**config.mk**
```make
export PLATFORM = sky130hd
export DESIGN_NAME = prg_bank_mapper
export DESIGN_NICKNAME = d
export VERILOG_FILES = /design/src/rtl/prg_map_pkg.sv /design/src/rtl/prg_cfg_regs.sv /design/src/rtl/prg_slot_source.sv /design/src/rtl/prg_bank_compose.sv /design/src/rtl/prg_bank_mapper.sv
export SDC_FILE = /design/constraint.sdc
export NUM_CORES = 1
export LEC_CHECK = 0
export CAP_MARGIN = 30
export CORE_ASPECT_RATIO = 1.75
export CORE_MARGIN = 3
export CORE_UTILIZATION = 47
export CTS_CLUSTER_DIAMETER = 100
export DETAILED_ROUTE_END_ITERATION = 7
export PLACE_DENSITY = 0.85
export SLEW_MARGIN = 15
export SYNTH_ARGS = -nofsm -noshare
export SYNTH_HDL_FRONTEND = slang
export SYNTH_SLANG_ARGS = --single-unit
```
**constraint.sdc**
```tcl
create_clock -name clk -period 2.2 [get_ports clk]
set_clock_uncertainty 0.1 [all_clocks]
set_input_delay 0.44 -clock clk [delete_from_list [all_inputs] [get_ports clk]]
set_output_delay 0.44 -clock clk [all_outputs]
set_load 0.05 [all_outputs]
```
**src/rtl/prg_map_pkg.sv**
```systemverilog
package prg_map_pkg;

  localparam int CFG_W = 8;

  // Held configuration, one byte per register
  typedef struct packed {
    logic [CFG_W-1:0] outer_base;  // bits 7:4 shared outer bank
    logic [CFG_W-1:0] mode;        // bit 6 swaps slot halves
    logic [CFG_W-1:0] inner0;
    logic [CFG_W-1:0] inner1;
    logic [CFG_W-1:0] inner2;
    logic [CFG_W-1:0] middle;
    logic [CFG_W-1:0] size;        // bit 6 third slot enable, bits 2:0 mask select
    logic [CFG_W-1:0] outer01;
    logic [CFG_W-1:0] outer2;
    logic [CFG_W-1:0] ext;         // bit 5 per-slot outer enable
  } prg_cfg_t;

  localparam int SWAP_BIT    = 6;
  localparam int SLOT2_BIT   = 6;
  localparam int PERSLOT_BIT = 5;

  function automatic logic [CFG_W-1:0] inner_mask(input logic [2:0] sel);
    logic [CFG_W-1:0] m;
    if (sel == 3'd7) m = '1;
    else             m = 8'h3F >> sel;
    return m;
  endfunction

endpackage

```
**src/rtl/prg_cfg_regs.sv**
```systemverilog
module prg_cfg_regs
  import prg_map_pkg::*;
#(
  parameter int ADDR_W = 16,
  parameter int DATA_W = 8,
  parameter logic [ADDR_W-1:0] A_OUTER_BASE = 16'h4100,
  parameter logic [ADDR_W-1:0] A_MODE       = 16'h4105,
  parameter logic [ADDR_W-1:0] A_INNER0     = 16'h4107,
  parameter logic [ADDR_W-1:0] A_INNER1     = 16'h4108,
  parameter logic [ADDR_W-1:0] A_INNER2     = 16'h4109,
  parameter logic [ADDR_W-1:0] A_MIDDLE     = 16'h410A,
  parameter logic [ADDR_W-1:0] A_SIZE       = 16'h410B,
  parameter logic [ADDR_W-1:0] A_OUTER01    = 16'h4110,
  parameter logic [ADDR_W-1:0] A_OUTER2     = 16'h4111,
  parameter logic [ADDR_W-1:0] A_EXT        = 16'h411C
) (
  input  logic              clk,
  input  logic              rst,
  input  logic              wr_en,
  input  logic [ADDR_W-1:0] wr_addr,
  input  logic [DATA_W-1:0] wr_data,
  output prg_cfg_t          cfg
);

  prg_cfg_t cfg_q;

  always_ff @(posedge clk) begin
    if (rst) begin
      cfg_q <= '0;
    end else if (wr_en) begin
      unique case (wr_addr)
        A_OUTER_BASE: cfg_q.outer_base <= wr_data;
        A_MODE:       cfg_q.mode       <= wr_data;
        A_INNER0:     cfg_q.inner0     <= wr_data;
        A_INNER1:     cfg_q.inner1     <= wr_data;
        A_INNER2:     cfg_q.inner2     <= wr_data;
        A_MIDDLE:     cfg_q.middle     <= wr_data;
        A_SIZE:       cfg_q.size       <= wr_data;
        A_OUTER01:    cfg_q.outer01    <= wr_data;
        A_OUTER2:     cfg_q.outer2     <= wr_data;
        A_EXT:        cfg_q.ext        <= wr_data;
        default:      ;
      endcase
    end
  end

  assign cfg = cfg_q;

endmodule

```
**src/rtl/prg_slot_source.sv**
```systemverilog
module prg_slot_source
  import prg_map_pkg::*;
#(
  parameter int SLOT    = 0,
  parameter int INNER_W = 8,
  parameter int OUTER_W = 4
) (
  input  prg_cfg_t           cfg,
  output logic [INNER_W-1:0] inner,
  output logic [OUTER_W-1:0] outer
);

  logic               per_slot;
  logic               slot2_sel;
  logic [OUTER_W-1:0] shared_outer;

  assign per_slot     = cfg.ext[PERSLOT_BIT];
  assign slot2_sel    = cfg.size[SLOT2_BIT];
  assign shared_outer = cfg.outer_base[CFG_W-1 -: OUTER_W];

  generate
    if (SLOT == 0) begin : g_s0
      assign inner = cfg.inner0;
      assign outer = per_slot ? cfg.outer01[OUTER_W-1:0] : shared_outer;
    end else if (SLOT == 1) begin : g_s1
      assign inner = cfg.inner1;
      assign outer = per_slot ? cfg.outer01[CFG_W-1 -: OUTER_W] : shared_outer;
    end else if (SLOT == 2) begin : g_s2
      assign inner = slot2_sel ? cfg.inner2 : {{(INNER_W-1){1'b1}}, 1'b0};
      assign outer = (per_slot && slot2_sel) ? cfg.outer2[OUTER_W-1:0] : shared_outer;
    end else begin : g_s3
      assign inner = '1;
      assign outer = shared_outer;
    end
  endgenerate

endmodule

```
**src/rtl/prg_bank_compose.sv**
```systemverilog
module prg_bank_compose #(
  parameter int INNER_W = 8,
  parameter int OUTER_W = 4,
  localparam int BANK_W = INNER_W + OUTER_W
) (
  input  logic [INNER_W-1:0] inner,
  input  logic [INNER_W-1:0] middle,
  input  logic [INNER_W-1:0] mask,
  input  logic [OUTER_W-1:0] outer,
  output logic [BANK_W-1:0]  bank
);

  logic [INNER_W-1:0] low;

  always_comb begin
    low  = (inner & mask) | (middle & ~mask);
    bank = {outer, low};
  end

endmodule

```
**src/rtl/prg_bank_mapper.sv**
```systemverilog
module prg_bank_mapper
  import prg_map_pkg::*;
#(
  parameter int ADDR_W  = 16,
  parameter int DATA_W  = 8,
  parameter int OFFS_W  = 13,
  parameter int INNER_W = 8,
  parameter int OUTER_W = 4,
  localparam int BANK_W  = INNER_W + OUTER_W,
  localparam int ROM_W   = BANK_W + OFFS_W,
  localparam int SLOT_W  = ADDR_W - 1 - OFFS_W,
  localparam int NSLOT   = 1 << SLOT_W
) (
  input  logic              clk,
  input  logic              rst,
  input  logic              wr_en,
  input  logic [ADDR_W-1:0] wr_addr,
  input  logic [DATA_W-1:0] wr_data,
  input  logic [ADDR_W-1:0] cpu_addr,
  output logic [ROM_W-1:0]  rom_addr,
  output logic              rom_valid
);

  prg_cfg_t           cfg;
  logic [INNER_W-1:0] mask;
  logic [BANK_W-1:0]  slot_bank [NSLOT];
  logic [SLOT_W-1:0]  slot_idx;
  logic [BANK_W-1:0]  sel_bank;

  prg_cfg_regs #(.ADDR_W(ADDR_W), .DATA_W(DATA_W)) u_regs (
    .clk     (clk),
    .rst     (rst),
    .wr_en   (wr_en),
    .wr_addr (wr_addr),
    .wr_data (wr_data),
    .cfg     (cfg)
  );

  assign mask = inner_mask(cfg.size[2:0]);

  generate
    for (genvar s = 0; s < NSLOT; s++) begin : g_slot
      logic [INNER_W-1:0] inner_s;
      logic [OUTER_W-1:0] outer_s;
      prg_slot_source #(.SLOT(s), .INNER_W(INNER_W), .OUTER_W(OUTER_W)) u_src (
        .cfg   (cfg),
        .inner (inner_s),
        .outer (outer_s)
      );
      prg_bank_compose #(.INNER_W(INNER_W), .OUTER_W(OUTER_W)) u_cmp (
        .inner  (inner_s),
        .middle (cfg.middle),
        .mask   (mask),
        .outer  (outer_s),
        .bank   (slot_bank[s])
      );
    end
  endgenerate

  // Swap flips the upper slot-index bit
  assign slot_idx = cpu_addr[OFFS_W +: SLOT_W] ^
                    {cfg.mode[SWAP_BIT], {(SLOT_W-1){1'b0}}};
  assign sel_bank = slot_bank[slot_idx];

  always_ff @(posedge clk) begin
    if (rst) begin
      rom_addr  <= '0;
      rom_valid <= 1'b0;
    end else begin
      rom_addr  <= {sel_bank, cpu_addr[OFFS_W-1:0]};
      rom_valid <= cpu_addr[ADDR_W-1];
    end
  end

endmodule

```
# == Yosys cells after proc, flatten, opt, wreduce, memory -nomap -nowiden ==
# Index checks and enable logic that the tools add are counted.
# classes
add_sub_neg,0
mul,0
div,0
n_lt_le_gt_ge,1
n_eq_ne,11
n_shift,1
muxes,8
bitwise_logic,11
reduce_logical,11
# op_table
cell,n
"equality test 16 x 15 -> 1 bit, second input constant",10
bitwise AND 8 bit,4
OR 8 bit,4
binary-select mux 12 bit (select 2 bit),1
2-to-1 mux 12 bit,2
AND reduction 2 bit,10
2-to-1 mux 8 bit,2
2-to-1 mux 4 bit,3
inverter 8 bit,1
">> shifter 6 x 3 -> 8 bit, first input constant",1
"equality test 3 bit, second input constant",1
"greater-or-equal comparator 3 bit, second input constant",1
inverter 2 -> 3 bit,1
XOR 2 bit,1
logical AND 1 bit,1
# totals
register_bits,98
latch_bits,0
ramBits,0
mem_bits_ro,0
input_bits,43
out_inout_bits,26
elab_cells,55
memories,0

# == Logic depth before layout (Yosys ltp) ==
# Gate-level depths: netlist of run 1.
# logic_depth
word_depth,8
mapped_depth,6
depth_no_buf,4

# == Hierarchy ==
# A second synthesis of run 1 with hierarchy kept.
# unflattened
cells_unflattened,506
hier_area_um2,5376.4
# modules_own_cells
module,n_inst,cells_each,area_each_um2,seq_area_each_um2
prg_cfg_regs,1,328,3293.2,1601.5
prg_bank_mapper,1,80,1048.5,520.5
prg_bank_compose,4,12,150.1,0.0
prg_slot_source (g_slot[0].u_src ...),2,12,105.1,0.0
prg_slot_source (g_slot[2].u_src),1,13,130.1,0.0
prg_slot_source (g_slot[3].u_src),1,13,93.8,0.0

# == Worst setup path after synthesis of run 1 ==
# Ideal clock, no wire load.
# synth_timing
path_type,input -> register
start,input port wr_addr[9]
end,register u_regs.cfg_q (netlist bit u_regs.cfg[46])
setup_ps,129
arrival_time_ps,1824
t_required_ps,1971
slack_ps,148
cell_stages,4
path_buffers,0
cell_sequence,or3b_2 -> nor4_4 -> nand3_2 -> mux2i_1
# synth_via
elab_chain_cells,2
# synth_rtl
element,line_no,text
from (decl),prg_bank_mapper.sv:17,"input logic [ADDR_W-1:0] wr_addr,"
equality test 16 x 15 -> 1 bit,prg_cfg_regs.sv:31,unique case (wr_addr)
AND reduction 2 bit (no line),-,
to (decl),prg_cfg_regs.sv:25,prg_cfg_t cfg_q;
# No other way between the ends.
# A chain may end at the register's enable or synchronous reset.

# == Worst setup path after layout of run 1 ==
# layout_timing
start,input port wr_addr[5]
end,register u_regs.cfg_q (netlist bit u_regs.cfg[22])
# The elaborated chain is that of the path after synthesis.

==> results of run 1 <==
==> report_power, final <==
group | switching, mW | internal [mW] | total [mW] | leakage (nW)
clock | 0.569 | 0.856 | 1.43 | 0.139
combinational | 0.176 | 0.157 | 0.333 | 1.24
sequential | 0.00540 | 1.47 | 1.48 | 0.650
==> worst paths after layout <==
check	endpoint	slack, ps	cells past startpoint
max	u_regs.cfg[22]	70	6
min	u_regs.cfg[56]	380	2
max reg2reg	rom_addr[24]	580	3
min reg2reg	u_regs.cfg[56]	380	2
==> critical path, delay by kind of cell <==
family / cells / cell delay (ps)
AND/OR/NAND/NOR: 3 / 1040
buffers and inverters: 2 / 620
multiplexers: 1 / 130
==> flip-flops by register name, indices dropped and copies added (netlist names) <==
register / cells
rom_addr: 25
u_regs.cfg: 54
rom_valid: 1
==> through the flow <==
| stage | total power, mW | std cells | hold WS [ps] | TNS (ps) | worst slack (ps) |
|---|---|---|---|---|---|
| 2_1_floorplan | 1.68 | 334 | 337 | 0 | 148 |
| 3_3_place_gp | 1.83 | 485 | 357 | -13270 | -287 |
| 3_5_place_dp | 1.84 | 485 | 369 | -15510 | -345 |
| 4_1_cts | 3.24 | 503 | 378 | 0 | 1.48 |
| 5_1_grt | 3.32 | 504 | 394 | 0 | 33.8 |
| 6_report | 3.23 | 504 | 375 | 0 | 66.5 |
==> timing repair <==
action / in CTS / in global routing
resized for setup: 0 / 7
buffers inserted: 2 / 1
pin swaps: 1 / 1
hold endpoints to repair: 0 / 0
hold buffers: 0 / 0
setup endpoints to repair: 4 / 47
==> layer usage <==
metal	up-vias	share of wire (%)	track usage, %
met3	17	2.4	4.51
li1	1307	-	-
met5	-	0	0
met1	1306	37	22.0
met4	0	2.7	8.99
met2	49	58	38.0
==> cell usage in the layout, fill, tap and decap left out, types with 2 or more instances in the layout <==
cell type / count
mux2_2: 2
nor3_1: 3
nand2b_1: 63
buf_4: 18
nor2b_1: 14
a22oi_1: 2
o211ai_1: 2
dfxtp_1: 80
o221ai_1: 2
nand3b_1: 4
nor2_1: 10
xor2_1: 3
buf_12: 3
a211oi_1: 4
nand2_2: 2
clkbuf_1: 2
a21oi_1: 13
clkdlybuf4s50_1: 67
clkbuf_16: 9
nand3_1: 5
clkbuf_8: 3
nand2_1: 12
o21ai_0: 5
mux2i_1: 71
or4_4: 2
==> cell families (layout without fill, tap and decap cells) <==
| group | count (synthesis) | count (layout) |
|---|---|---|
| buffers and inverters | 21 | 107 |
| muxes | 73 | 73 |
| xor gates and xnor gates | 4 | 4 |
| and+or+nand+nor | 127 | 127 |
| AOI/OAI and AO/OA | 29 | 29 |
| DFF | 80 | 80 |
==> layout make-up <==
type	count	area [um2]	share of cell area, %
multi-input cells	233	1750	37.8
flip-flops and latches	80	1600	34.6
repair buffers	90	882	19.0
clock buffers	14	274	5.92
well taps	84	105	2.27
clock inverters	2	12.5	0.270
inverters	1	3.75	0.0811
==> results.yml, run 1 <==
status:
  status: "complete, no violations"
yosys:
  syn_nets: 377
  async_reset_ff_share_pct: 0
  yosysSeqAreaShare_pct: 47.0
  ys_ff_latch: 80
  yosys_warnings: 0
  synth_top_family_by_area: "simple AND/OR/NAND/NOR gates"
  synthesis.instances: 334
  synth_commonest_cells: "dfxtp_1 (80), mux2i_1 (71), nand2b_1 (63)"
  synth_most_common_cell: "dfxtp_1"
  synth_top_area_share_pct: 47.0
  ys_types: 34
  synthFlopType: "dfxtp_1"
  synthMuxAreaShare_pct: 21.5
  synth_xor_area_share_pct: 1.03
  synth_edf_count: 0
  synth_compound_area_share_pct: 5.18
  synth_simple_gate_area_share_pct: 22.8
  synth.largest_area_cell: "dfxtp_1"
  synthAdderAreaFrac_pct: 0
  syn_avg_cell_area_um2: 10.2
  syn_area_um2: 3410
  synth_area_leaders: "dfxtp_1 (47%), mux2i_1 (21%), nand2b_1 (12%)"
cts:
  clkSlewWorstSetupHoldPaths_ps: 60
  clock_latency_ps: 330
  cts-root-buf: "clkbuf_16"
  clkSinkCount: 80
  cts_made_buffers: 9
  htree_levels: 3
  cts_buffer_depth: 2
  cts_tree: "done"
worst_setup_path:
  slowest_delay_ps: 720
  end_kind: "flop"
  startpoint_type: "input port"
  crit-reg2reg-launch: "u_regs.cfg[5]"
  crit_start: "wr_addr[5]"
  crit_chain: "clkdlybuf4s50_1 -> or4b_2 -> nor3_2 -> nand3b_1 -> buf_4 -> mux2i_1"
  cp_max_fo: 8
  path_class: "input port to flop"
  cp.arrival_ps: 2230
  cp.required_ps: 2300
  cp_slowest_cell: "or4b_2"
sta:
  setup_viol: 0
  final-hold-violation-count: 0
  slew_viol_final: 0
  tightest_slew_ps: 527
  fin_crit_ps: 2130
  maxClockFrequency_mhz: 469
  relSlewSlack_pct: 64.7
  rsz0062_at_grt: "no"
  fin_crit_sh_pct: 97.0
cells_and_area:
  drive_gt1_share_pct: 12.1
  final_design_area_no_fill_um2: 4630
  areaGrowthSynthToFinish_pct: 35.9
  final_util_pct: 66.6
  antenna_cells: 0
  fin_nets: 458
  fillers: 528
grt:
  overflow: 0
  antenna_found_initial: 0
  grt_pass1_vias: 2744
  grt_pass1_wl_um: 13400
  grt_max_degree: 20
  grt_usage_pct: 20.7
drt:
  drc_errors: 0
  viasPerCell: 5.32
  vias: 2679
  drt-wirelength-per-cell_um: 16.5
  final_antenna_net_count: 0
  drtIter0Drc: 150
  wl_um: 8340
  firstDrtPassIters: 6
placed_design:
  detailed_place_hpwl_um: 6080
  routabilityCongestion: 0.799
  portBuffers: 68
  placed_area_um2: 4290
floorplanning:
  ioPinCount: 69
  initial_utilization_pct: 49.0
  die_x_um: 70.4
  die_area_um2: 8350
  core-area_um2: 6960
  rows: 40
  fp.dieH_um: 119
run:
  cap_viol_max_count: 0
hold_path:
  min_path_type: "flop to flop"
  min_from: "u_regs.cfg[56]"
power_and_ir_drop:
  powerDensity_nw_per_um2: 698
  leakagePower_nw: 2.03
  peakVddDrop_v: 0.000631
Power figures use the tool's default switching activity.
==> run 2: changes to the inputs <==
Settings changed: RECOVER_POWER set to 50.
==> run 2 against run 1 <==
  * Setup slack got worse by 4.4 ps
  * Largest cell class unchanged
  * Critical endpoint unchanged
  * Total power down 0.42%
  * Routed wire length barely moved
  * Clock power hardly changed
  * First-iteration DRC count grew 3.3%
  * Non-clock buffer count stayed put
  * Via count shrank 0.15%
  * Cell count did not move
  * Global-route usage is the same
  * Highest routed layer unchanged
==> results.yml, run 2 (same netlist as run 1, synthesis figures left out) <==
cells_and_area:
  multiInputGateArea_um2: 1750
  fin_nets: 458
  final_common_cell: "dfxtp_1"
  areaGrowthSynthToFinish_pct: 35.3
  final_cell_mix: "dfxtp_1 (80), mux2i_1 (71), nand2b_1 (63), clkdlybuf4s50_1 (38), dlygate4sd3_1 (29)"
  drive_gt1_share_pct: 11.7
  fillers: 532
  antenna_cells: 0
  final_cells: 504
  final-seq-area_um2: 1600
  largest_register_ff_count: 54
sta:
  final-hold-violation-count: 0
  tightest_slew_ps: 863
  slew_viol_final: 0
  fin_crit_ps: 2140
  rsz0062_at_grt: "no"
  setup_viol: 0
  fin_crit_sh_pct: 97.2
  relSlewSlack_pct: 42.5
  maxClockFrequency_mhz: 468
  fin_ws_ps: 62.1
placed_design:
  routabilityCongestion: 0.799
  detailed_place_hpwl_um: 6080
  pre_cts_slack_ps: -345
  dp_cells: 485
  portBuffers: 68
status:
  status: "complete, no violations"
floorplanning:
  rows: 40
  core-area_um2: 6960
  die_x_um: 70.4
  fp.dieH_um: 119
  ioPinCount: 69
  initial_utilization_pct: 49.0
  die_area_um2: 8350
worst_setup_path:
  startpoint_type: "input port"
  crit_start: "wr_addr[5]"
  crit-reg2reg-launch: "u_regs.cfg[5]"
  cp.arrival_ps: 2230
  cp.required_ps: 2300
  worstReg2RegEnd: "rom_addr[24]"
  end_kind: "flop"
  cp_max_fo: 8
  crit_end: "u_regs.cfg[22]"
  reg2regPathDepth: 3
  rrSetupSlack_ps: 580
  path_class: "input port to flop"
drt:
  vias: 2675
  drt-wirelength-per-cell_um: 16.5
  drc_errors: 0
  final_antenna_net_count: 0
  viasPerCell: 5.31
  firstDrtPassIters: 4
  wl_um: 8340
  drtIter0Drc: 155
cts:
  hold_buffers: 0
  cts_made_buffers: 9
  cts_buffer_depth: 2
  cts-root-buf: "clkbuf_16"
  clkSinkCount: 80
  htree_levels: 3
  clkSlewWorstSetupHoldPaths_ps: 60
  clock_latency_ps: 330
  cts_tree: "done"
hold_path:
  min_path_type: "flop to flop"
power_and_ir_drop:
  peakVddDrop_v: 0.000632
  leakagePower_nw: 2.07
  powerDensity_nw_per_um2: 698
grt:
  grt_max_degree: 20
  overflow: 0
  grt_usage_pct: 20.7
  grt_pass1_vias: 2744
  antenna_found_initial: 0
  grt_pass1_wl_um: 13400
run:
  cap_viol_max_count: 0
run 2: critical path, stage by stage:
cell and delay [ps]:
clkdlybuf4s50_1 410, or4b_2 720, nor3_2 190, nand3b_1 130
buf_4 210, mux2i_1 130
run 2: routing by layer:
layer / global-route usage (%) / wire length, um / part of all wire (%) / vias up
met2: 38.0 / 4800 / 58 / 54
met4: 8.99 / 230 / 2.8 / 0
met3: 4.51 / 205 / 2.5 / 17
li1: - / - / - / 1303
met5: 0 / 0 / 0 / -
met1: 22.0 / 3100 / 37 / 1301
run 2: final cells by class:
| type | instances | share of cell area (%) |
|---|---|---|
| Tap cell | 84 | 2.28 |
| Clock buffer | 14 | 5.94 |
| Clock inverter | 2 | 0.271 |
| Sequential cell | 80 | 34.7 |
| Timing Repair Buffer | 90 | 18.7 |
| Multi-Input combinational cell | 233 | 38.0 |
| Inverter | 1 | 0.0814 |
run 2: where the power goes:
group	internal, mW	total (mW)	switching [mW]
sequential	1.47	1.48	0.00441
clock	0.856	1.43	0.570
combinational	0.144	0.320	0.175
run 2: through the flow:
stage | util, % | hold slack [ps] | power [mW] | setup TNS [ps] | area [um2]
6_report | 66.3 | 376 | 3.22 | 0 | 4610
5_1_grt | 66.3 | 394 | 3.31 | 0 | 4610
4_1_cts | 66.0 | 378 | 3.24 | 0 | 4590
3_5_place_dp | 61.7 | 369 | 1.84 | -15510 | 4290
3_3_place_gp | 61.7 | 357 | 1.83 | -13270 | 4290
2_1_floorplan | - | 337 | 1.68 | 0 | 3410
run 2: timing repair:
action / 4_1_cts / 5_1_grt
pin swaps: 1 / 1
endpoints found under the setup margin: 4 / 47
buffers inserted: 2 / 1
resized for setup: 0 / 7
run 2: how the worst min path moves through the flow:
stage                   startpoint        endpoint  slack [ps]  cells past startpoint
floorplan           u_regs.cfg[38]    rom_addr[19]         340                      2
finish              u_regs.cfg[56]  u_regs.cfg[56]         380                      2
detailed placement  u_regs.cfg[58]  u_regs.cfg[58]         370                      2
CTS                 u_regs.cfg[58]  u_regs.cfg[58]         380                      2
global route        u_regs.cfg[10]  u_regs.cfg[10]         390                      2
global placement    u_regs.cfg[57]  u_regs.cfg[57]         360                      2
